<file path="src/rtl/rdbl_pkg.sv">
package rdbl_pkg;

  localparam int STEP_BITS = 8;

  typedef enum logic [1:0] {
    OP_SUM = 2'b00,
    OP_MIN = 2'b01,
    OP_MAX = 2'b10,
    OP_ALT = 2'b11
  } redOp_e;

  typedef struct packed {
    logic                 init;
    logic                 localEn;
    logic                 combEn;
    logic [STEP_BITS-1:0] step;
  } strobe_t;

  // number of merge steps in which lane v receives (lane 0 receives in all)
  function automatic int trailZeros(input int v, input int lim);
    int t;
    t = 0;
    while (t < lim && ((v >> t) & 1) == 0) t++;
    return t;
  endfunction

endpackage

</file>
<file path="src/rtl/rdbl_control.sv">
module rdbl_control
  import rdbl_pkg::*;
#(
  parameter int STEPS = 3
) (
  input  logic    clk,
  input  logic    rstN,
  input  logic    start,
  input  logic    pending,
  output strobe_t ctl,
  output logic    busy,
  output logic    done
);

  typedef enum logic [1:0] {S_IDLE, S_LOCAL, S_MERGE, S_FIN} phase_e;

  localparam logic [STEP_BITS-1:0] LAST_STEP = STEP_BITS'(STEPS - 1);

  phase_e               phase;
  logic [STEP_BITS-1:0] stepCnt;

  always_ff @(posedge clk) begin
    if (!rstN) begin
      phase   <= S_IDLE;
      stepCnt <= '0;
    end else begin
      unique case (phase)
        S_IDLE:  if (start) phase <= S_LOCAL;
        S_LOCAL: if (!pending) begin
                   phase   <= S_MERGE;
                   stepCnt <= '0;
                 end
        S_MERGE: if (stepCnt == LAST_STEP) phase <= S_FIN;
                 else stepCnt <= stepCnt + 1'b1;
        S_FIN:   phase <= S_IDLE;
        default: phase <= S_IDLE;
      endcase
    end
  end

  always_comb begin
    ctl.init    = (phase == S_IDLE) && start;
    ctl.localEn = (phase == S_LOCAL);
    ctl.combEn  = (phase == S_MERGE);
    ctl.step    = stepCnt;
  end

  assign busy = (phase != S_IDLE);
  assign done = (phase == S_FIN);

endmodule

</file>
<file path="src/rtl/rdbl_datapath.sv">
module rdbl_datapath
  import rdbl_pkg::*;
#(
  parameter int LANES = 8,
  parameter int W     = 16,
  parameter int CW    = 4,
  parameter int STEPS = 3
) (
  input  logic             clk,
  input  logic             rstN,
  input  strobe_t          ctl,
  input  logic [1:0]       opSel,
  input  logic [LANES*CW-1:0] laneCount,
  input  logic [LANES*W-1:0]  laneData,
  output logic [LANES-1:0] laneTake,
  output logic             pending,
  output logic [LANES*W-1:0]  partialsFlat
);

  localparam logic [W-1:0] MOST_POS = {1'b0, {(W-1){1'b1}}};
  localparam logic [W-1:0] MOST_NEG = {1'b1, {(W-1){1'b0}}};

  logic [1:0]    opReg;
  logic [W-1:0]  partArr [LANES];
  logic [CW-1:0] remArr  [LANES];
  logic [W-1:0]  peerCand [LANES][STEPS];

  function automatic logic [W-1:0] identOf(input logic [1:0] op);
    case (op)
      OP_MIN:  return MOST_POS;
      OP_MAX:  return MOST_NEG;
      default: return '0;
    endcase
  endfunction

  function automatic logic [W-1:0] fold(input logic [1:0] op,
                                        input logic [W-1:0] a,
                                        input logic [W-1:0] b);
    case (op)
      OP_MIN:  return ($signed(b) < $signed(a)) ? b : a;
      OP_MAX:  return ($signed(b) > $signed(a)) ? b : a;
      default: return a + b;
    endcase
  endfunction

  always_ff @(posedge clk) begin
    if (!rstN) opReg <= OP_SUM;
    else if (ctl.init) opReg <= opSel;
  end

  for (genvar g = 0; g < LANES; g++) begin : g_lane
    localparam int RECV_STEPS = trailZeros(g, STEPS);

    logic [W-1:0] peerVal;
    logic         recvNow;

    for (genvar s = 0; s < STEPS; s++) begin : g_peer
      if (RECV_STEPS > s) begin : g_link
        assign peerCand[g][s] = partArr[g + (1 << s)];
      end else begin : g_none
        assign peerCand[g][s] = '0;
      end
    end

    always_comb begin
      peerVal = '0;
      for (int s = 0; s < STEPS; s++)
        if (ctl.step == STEP_BITS'(s)) peerVal = peerCand[g][s];
    end

    assign recvNow     = ctl.combEn && (int'(ctl.step) < RECV_STEPS);
    assign laneTake[g] = ctl.localEn && (remArr[g] != '0);

    always_ff @(posedge clk) begin
      if (!rstN) begin
        partArr[g] <= '0;
        remArr[g]  <= '0;
      end else if (ctl.init) begin
        partArr[g] <= identOf(opSel);
        remArr[g]  <= laneCount[g*CW +: CW];
      end else if (laneTake[g]) begin
        partArr[g] <= fold(opReg, partArr[g], laneData[g*W +: W]);
        remArr[g]  <= remArr[g] - 1'b1;
      end else if (recvNow) begin
        partArr[g] <= fold(opReg, partArr[g], peerVal);
      end
    end

    assign partialsFlat[g*W +: W] = partArr[g];
  end

  assign pending = |laneTake;

endmodule

</file>
<file path="src/rtl/rdbl_reduce.sv">
module rdbl_reduce
  import rdbl_pkg::*;
#(
  parameter int LANES = 8,
  parameter int W     = 16,
  parameter int CW    = 4
) (
  input  logic                clk,
  input  logic                rstN,
  input  logic                start,
  input  logic [1:0]          opSel,
  input  logic [LANES*CW-1:0] laneCount,
  input  logic [LANES*W-1:0]  laneData,
  output logic [LANES-1:0]    laneTake,
  output logic                busy,
  output logic                done,
  output logic [W-1:0]        result,
  output logic [LANES*W-1:0]  dbgPartials,
  output logic [7:0]          dbgStep,
  output logic                dbgCombine
);

  localparam int STEPS = $clog2(LANES);

  strobe_t ctl;
  logic    pending;

  rdbl_control #(.STEPS(STEPS)) u_ctrl (
    .clk(clk), .rstN(rstN), .start(start), .pending(pending),
    .ctl(ctl), .busy(busy), .done(done)
  );

  rdbl_datapath #(.LANES(LANES), .W(W), .CW(CW), .STEPS(STEPS)) u_dp (
    .clk(clk), .rstN(rstN), .ctl(ctl), .opSel(opSel),
    .laneCount(laneCount), .laneData(laneData),
    .laneTake(laneTake), .pending(pending), .partialsFlat(dbgPartials)
  );

  assign result     = dbgPartials[W-1:0];
  assign dbgStep    = 8'(ctl.step);
  assign dbgCombine = ctl.combEn;

endmodule

</file>
<file path="config.mk">
export PLATFORM = sky130hd
export DESIGN_NAME = rdbl_reduce
export DESIGN_NICKNAME = d
export VERILOG_FILES = /design/src/rtl/rdbl_pkg.sv /design/src/rtl/rdbl_control.sv /design/src/rtl/rdbl_datapath.sv /design/src/rtl/rdbl_reduce.sv
export SDC_FILE = /design/constraint.sdc
export NUM_CORES = 1
export LEC_CHECK = 0
export BUFFER_PORTS_ARGS = -buffer_cell sky130_fd_sc_hd__buf_4
export CELL_PAD_IN_SITES_DETAIL_PLACEMENT = 1
export CELL_PAD_IN_SITES_GLOBAL_PLACEMENT = 1
export CORE_MARGIN = 3
export CORE_UTILIZATION = 48
export DETAILED_ROUTE_END_ITERATION = 8
export PLACE_DENSITY_LB_ADDON = 0.1
export RECOVER_POWER = 100
export SYNTH_ARGS = -nofsm -noshare
export SYNTH_HDL_FRONTEND = slang
export SYNTH_SLANG_ARGS = --single-unit
</file>
<file path="constraint.sdc">
create_clock -name clk -period 8.2 [get_ports clk]
set_input_delay 0.41 -clock clk [delete_from_list [all_inputs] [get_ports clk]]
set_output_delay 0.41 -clock clk [all_outputs]
set_load 0.02 [all_outputs]
</file>
# Word-level counts from Yosys, hierarchy flattened
# Memories as Yosys holds them, arrays and structs flattened.
# Index checks and enable logic that the tools add are counted.
# totals
register_bits,12
mem_bits_rw,160
input_bits,165
n_memories,2
# op_classes
add_sub_neg,21
magnitude_cmp,27
eq_ne,13
muxes,189
bitwise,36
n_reduce_logical,27
# memory_table
memory,depth,word_bits,rd,rd_clocked_by_memory_dff,write_ports,line,source
u_dp.partArr,8,16,8,0,8,rdbl_datapath.sv:24,logic [W-1:0] partArr [LANES];
u_dp.remArr,8,4,8,0,8,rdbl_datapath.sv:25,logic [CW-1:0] remArr [LANES];
# ops
operator,n
16-bit 2-to-1 mux,98
16-bit case mux with 2 select lines,13
16-bit adder,12
16-bit > comparator,12
16-bit less-than comparator,12
4-bit 2-to-1 mux,16
1-bit 2-to-1 mux,55
1-bit OR,36
4-bit nonzero test,8
4-bit by 1-bit subtractor with 4-bit output (second input constant),8
8-bit by 2-bit less-than comparator with 1-bit output (second input constant),2
8-bit 2-to-1 mux,2
8-bit case mux with 2 select lines,1
1-bit logical AND,12
8-bit by 1-bit adder with 8-bit output (second input constant),1
2-bit == test (second input constant),4
8-bit by 1-bit == test with 1-bit output (second input constant),1
8-bit by 2-bit == test with 1-bit output (second input constant),1
8-bit logical NOT,1
8-bit by 1-bit less-than comparator with 1-bit output (second input constant),1
2-bit case mux with 4 select lines,1
8-bit OR reduction,1
2-bit by 1-bit == test with 1-bit output (second input constant),3
2-bit 2-to-1 mux,3
other kinds (5),9

# Logic depth before layout (Yosys ltp)
# depth
word_depth,12
depth_mapped,21
mapped_depth_nobuf,19

# Hierarchy
# From an unflattened synthesis, not the netlist that was laid out.
# unflattened
hier_cells,2874
hier_area_um2,23427.5
# by_module_without_submodules
module,instances,cells_per_inst,area_per_inst_um2,seq_area_each_um2
rdbl_datapath,1,2780,22611.7,4844.6
rdbl_control,1,78,695.7,200.2
rdbl_reduce,1,16,120.1,0.0

# Least setup slack after synthesis
# Ideal clock, no wire load.
# synth_timing
kind,flip-flop to flip-flop
from,register u_ctrl.stepCnt[1]
to,memory u_dp.partArr[6][0] (netlist: u_dp.partArr[1][32]) (enable)
setup_ns,0.414
arrival_time_ns,4.583
path_slack_ns,3.203
stages_incl_launch_ff,19
period_less_slack_ns,4.997
cell_sequence,dfxtp_1 inv_1 ha_1 nand2b_1 nor3_1 clkbuf_1 clkbuf_1 nand2_1 inv_1 ha_1 nor2b_1 o21a_1 o21ai_0 a21oi_1 o31ai_1 a21oi_1 o22ai_1 o22ai_1 a211oi_1
# synth_lines
element,line,source
start: declaration,rdbl_control.sv:20,logic [STEP_BITS-1:0] stepCnt;
start signal: assignment,rdbl_control.sv:34,else stepCnt <= stepCnt + 1'b1;
end: declaration,rdbl_datapath.sv:24,

==> impl_metrics.env <==
export IMPL_grt_util_all_layers_pct=36.0
export IMPL_grt_use_met1_pct=43.9
export IMPL_synthCells=2918
export IMPL_pre_cts_slack_ns=2.53
export IMPL_grt_first_pass_wirelength_um=142000
export IMPL_synthMuxAreaShare_pct=1.58
export IMPL_dp_hpwl_um=73900
export IMPL_synth_edf_count=160
export IMPL_diodes=0
export IMPL_clk_pin_slew_ns=0.08
export IMPL_netlist_top_cells_area="ha_1 (22%), edfxtp_1 (21%), o21ai_0 (6.1%)"
export IMPL_cts_path_max_buffers=2
export IMPL_status="finished, violations left"
export IMPL_endpoint="u_dp.partArr[0][13]"
export IMPL_met2_usage_pct=62.3
export IMPL_yosys_area_share_simple_pct=16.2
export IMPL_top_usage_layer="met2"
export IMPL_ys_flop_type="edfxtp_1"
export IMPL_drc=0
export IMPL_clock_latency_ns=0.51
export IMPL_numCtsBuffers=17
export IMPL_endpoint_kind="flop"
export IMPL_gp_congestion=0.947
export IMPL_path_class="reg2reg"
export IMPL_nNetsFinal=3757
export IMPL_drv_cap=7
export IMPL_crit_start="u_ctrl.stepCnt[4]"
export IMPL_start_util_pct=48.7
export IMPL_fin_tns_setup_ns=0
export IMPL_grt_max_degree=84
export IMPL_fin_skew_ns=0.0134
export IMPL_die_y_um=226
export IMPL_violations="max-capacitance violations, max-slew violations"
export IMPL_core_area_um2=47700
export IMPL_power_density_nw_per_um2=410
export IMPL_synth_fp_nets=3507
export IMPL_grtUsageMet3_pct=6.50
export IMPL_synth_top_family_by_area="compound AO/OA/AOI/OAI gates"
export IMPL_p_total_uw=10700
export IMPL_synth_compound_area_share_pct=23.7
export IMPL_post_cts_resized=0
export IMPL_io_pins=328
export IMPL_synth_top_cell_by_area="ha_1"
export IMPL_vdd_ir_drop_worst_mv=0.191
export IMPL_synth_cell_area_um2=23200
export IMPL_avgSynthCellArea_um2=7.97
export IMPL_max_clock_freq_mhz=148
export IMPL_ys_ff_latch=172
export IMPL_drtIter0Drc=1395
export IMPL_rrSetupSlack_ns=1.45
export IMPL_cts_tree="yes"
export IMPL_hold_depth=3
export IMPL_drv_slew=219
export IMPL_timing_final_crit_share_pct=82.3
export IMPL_grt_pass1_vias=24300
export IMPL_leakage_uw=0.0116
export IMPL_synthArstFlopShare_pct=0
export IMPL_num_rows=80
export IMPL_dieWidth_um=226
export IMPL_htree_levels=4
export IMPL_seq_area_frac_synth_pct=21.7
export IMPL_r2r_end="u_dp.partArr[0][13]"
export IMPL_startpoint_type="flop"
export IMPL_hold_viol=0
export IMPL_synth_adder_area_share_pct=23.2
export IMPL_routed_wl_um=93300
export IMPL_yosys_warnings=0
export IMPL_place_area_um2=26100
export IMPL_clkSinkCount=172
export IMPL_post_drt_wl_per_cell_um=24.6
export IMPL_grt_ovfl_total=0
export IMPL_dr_pass1_iters=5
export IMPL_synth_xor_area_share_pct=5.88
export IMPL_numPortBuffers=327
export IMPL_areaGrowthSynthToFinish_pct=11.8
export IMPL_netlist_area_leader_share_pct=22.2
export IMPL_vias_per_cell=6.17
export IMPL_reg2reg_depth=15
export IMPL_hp_class="in2reg"
export IMPL_vias=23400
export IMPL_worst_slack_ns=1.45
export IMPL_worst_slew_pin_slew_ns=3.03
export IMPL_yosysMostFrequentCell="ha_1"
export IMPL_setup_viol=0
export IMPL_synth_common_cells="ha_1 (412), inv_1 (323), o21ai_0 (285)"
export IMPL_relSlewSlack_pct=-102
export IMPL_cts_setup_buffers=0
export IMPL_drive_above_1_share_pct=7.80
export IMPL_ant_nets=0
export IMPL_cp_required_ns=8.40
export IMPL_antenna_found_initial=0
export IMPL_rsz0062_at_grt="no"
export IMPL_die_area_um2=51100
export IMPL_arrival_ns=6.94
export IMPL_holdWs_ns=0.170
export IMPL_ctsHoldBuffers=0
export IMPL_r2r_start="u_ctrl.stepCnt[4]"
export IMPL_final_area_um2=26000
export IMPL_cts_root_buf="clkbuf_16"
export IMPL_hp_start="laneCount[21]"
export IMPL_finalCriticalPeriod_ns=6.75
export IMPL_ys_types=79
export IMPL_crit_path_max_fanout=33
[power by group]
group          leakage (uW)  total [uW]  switching (uW)  internal, uW
logic               0.00944        7660            4870          2790
clock network      0.000283         858             455           403
registers           0.00185        2140             660          1480
total                0.0116       10700            5980          4670
[placed cells by master, fill, tap and decap left out, types with 35 or more instances in the layout]
cell type / n
a21oi_1: 272
buf_4: 180
clkbuf_1: 172
edfxtp_1: 160
ha_1: 411
inv_1: 322
nand2_1: 191
nand2b_1: 42
nand3_1: 39
nand4_1: 48
nor2_1: 249
nor2b_1: 51
nor3_1: 54
nor4_1: 37
o21ai_0: 286
o21bai_1: 41
or3_1: 35
xnor2_1: 140
[per-layer routing]
metal	vias to the layer above	wire (um)
li1	10900	-
met3	185	5370
met2	746	44800
met1	11600	38900
met5	-	0
met4	0	4350
[worst max-delay path, stage by stage, from the launching register on]
cell and delay (ns):
dfxtp_1 0.37, nor2_1 0.20, nand3_1 1.26, nor2_1 1.45, nand2_1 0.12, a22oi_1 0.30
ha_1 0.38, or3_1 0.39, o211ai_1 0.31, or3b_1 0.38, o211a_1 0.17, o31a_2 0.36
o31ai_4 0.19, xnor2_1 0.08, a221oi_1 0.31, o21ai_1 0.11
[logic make-up after synthesis]
family	Yosys count
AO/OA/AOI/OAI	897
XOR/XNOR	156
adder cells (fa/ha/maj)	424
buffers and inverters	444
flip-flops	172
multiplexers	36
AND/OR/NAND/NOR	789
[flip-flops by register name, summed over array words and instances (netlist names)]
| register | cells |
|---|---|
| u_dp.remArr | 32 |
| u_dp.opReg | 2 |
| u_ctrl.phase | 2 |
| u_dp.partArr | 128 |
| u_ctrl.stepCnt | 8 |
[final cells by class]
type                            instances  area [um^2]
Inverter                              323         1210
Multi-Input combinational cell       2302        16400
Timing Repair Buffer                  352         2000
Sequential cell                       172         5040
Clock buffer                           17          425
Clock inverter                         15          149
Tap cell                              615          769
Fill cell                            6015        21700
[worst min-delay path by stage]
stage                    endpoint  slack [ns]
2_1_floorplan       u_dp.opReg[1]        0.47
3_5_place_dp        u_dp.opReg[1]        0.56
5_1_grt        u_dp.remArr[0][14]        0.17
4_1_cts             u_dp.opReg[0]        0.14
6_report        u_dp.remArr[1][5]        0.17
3_3_place_gp        u_dp.opReg[1]        0.52
[through the flow]
stage	instances	util, %
floorplan	2918	-
detailed placement	3764	54.7
global route	3796	54.4
global placement	3764	54.7
finish	3796	54.4
CTS	3796	55.9
(Power assumes the default switching activity.)
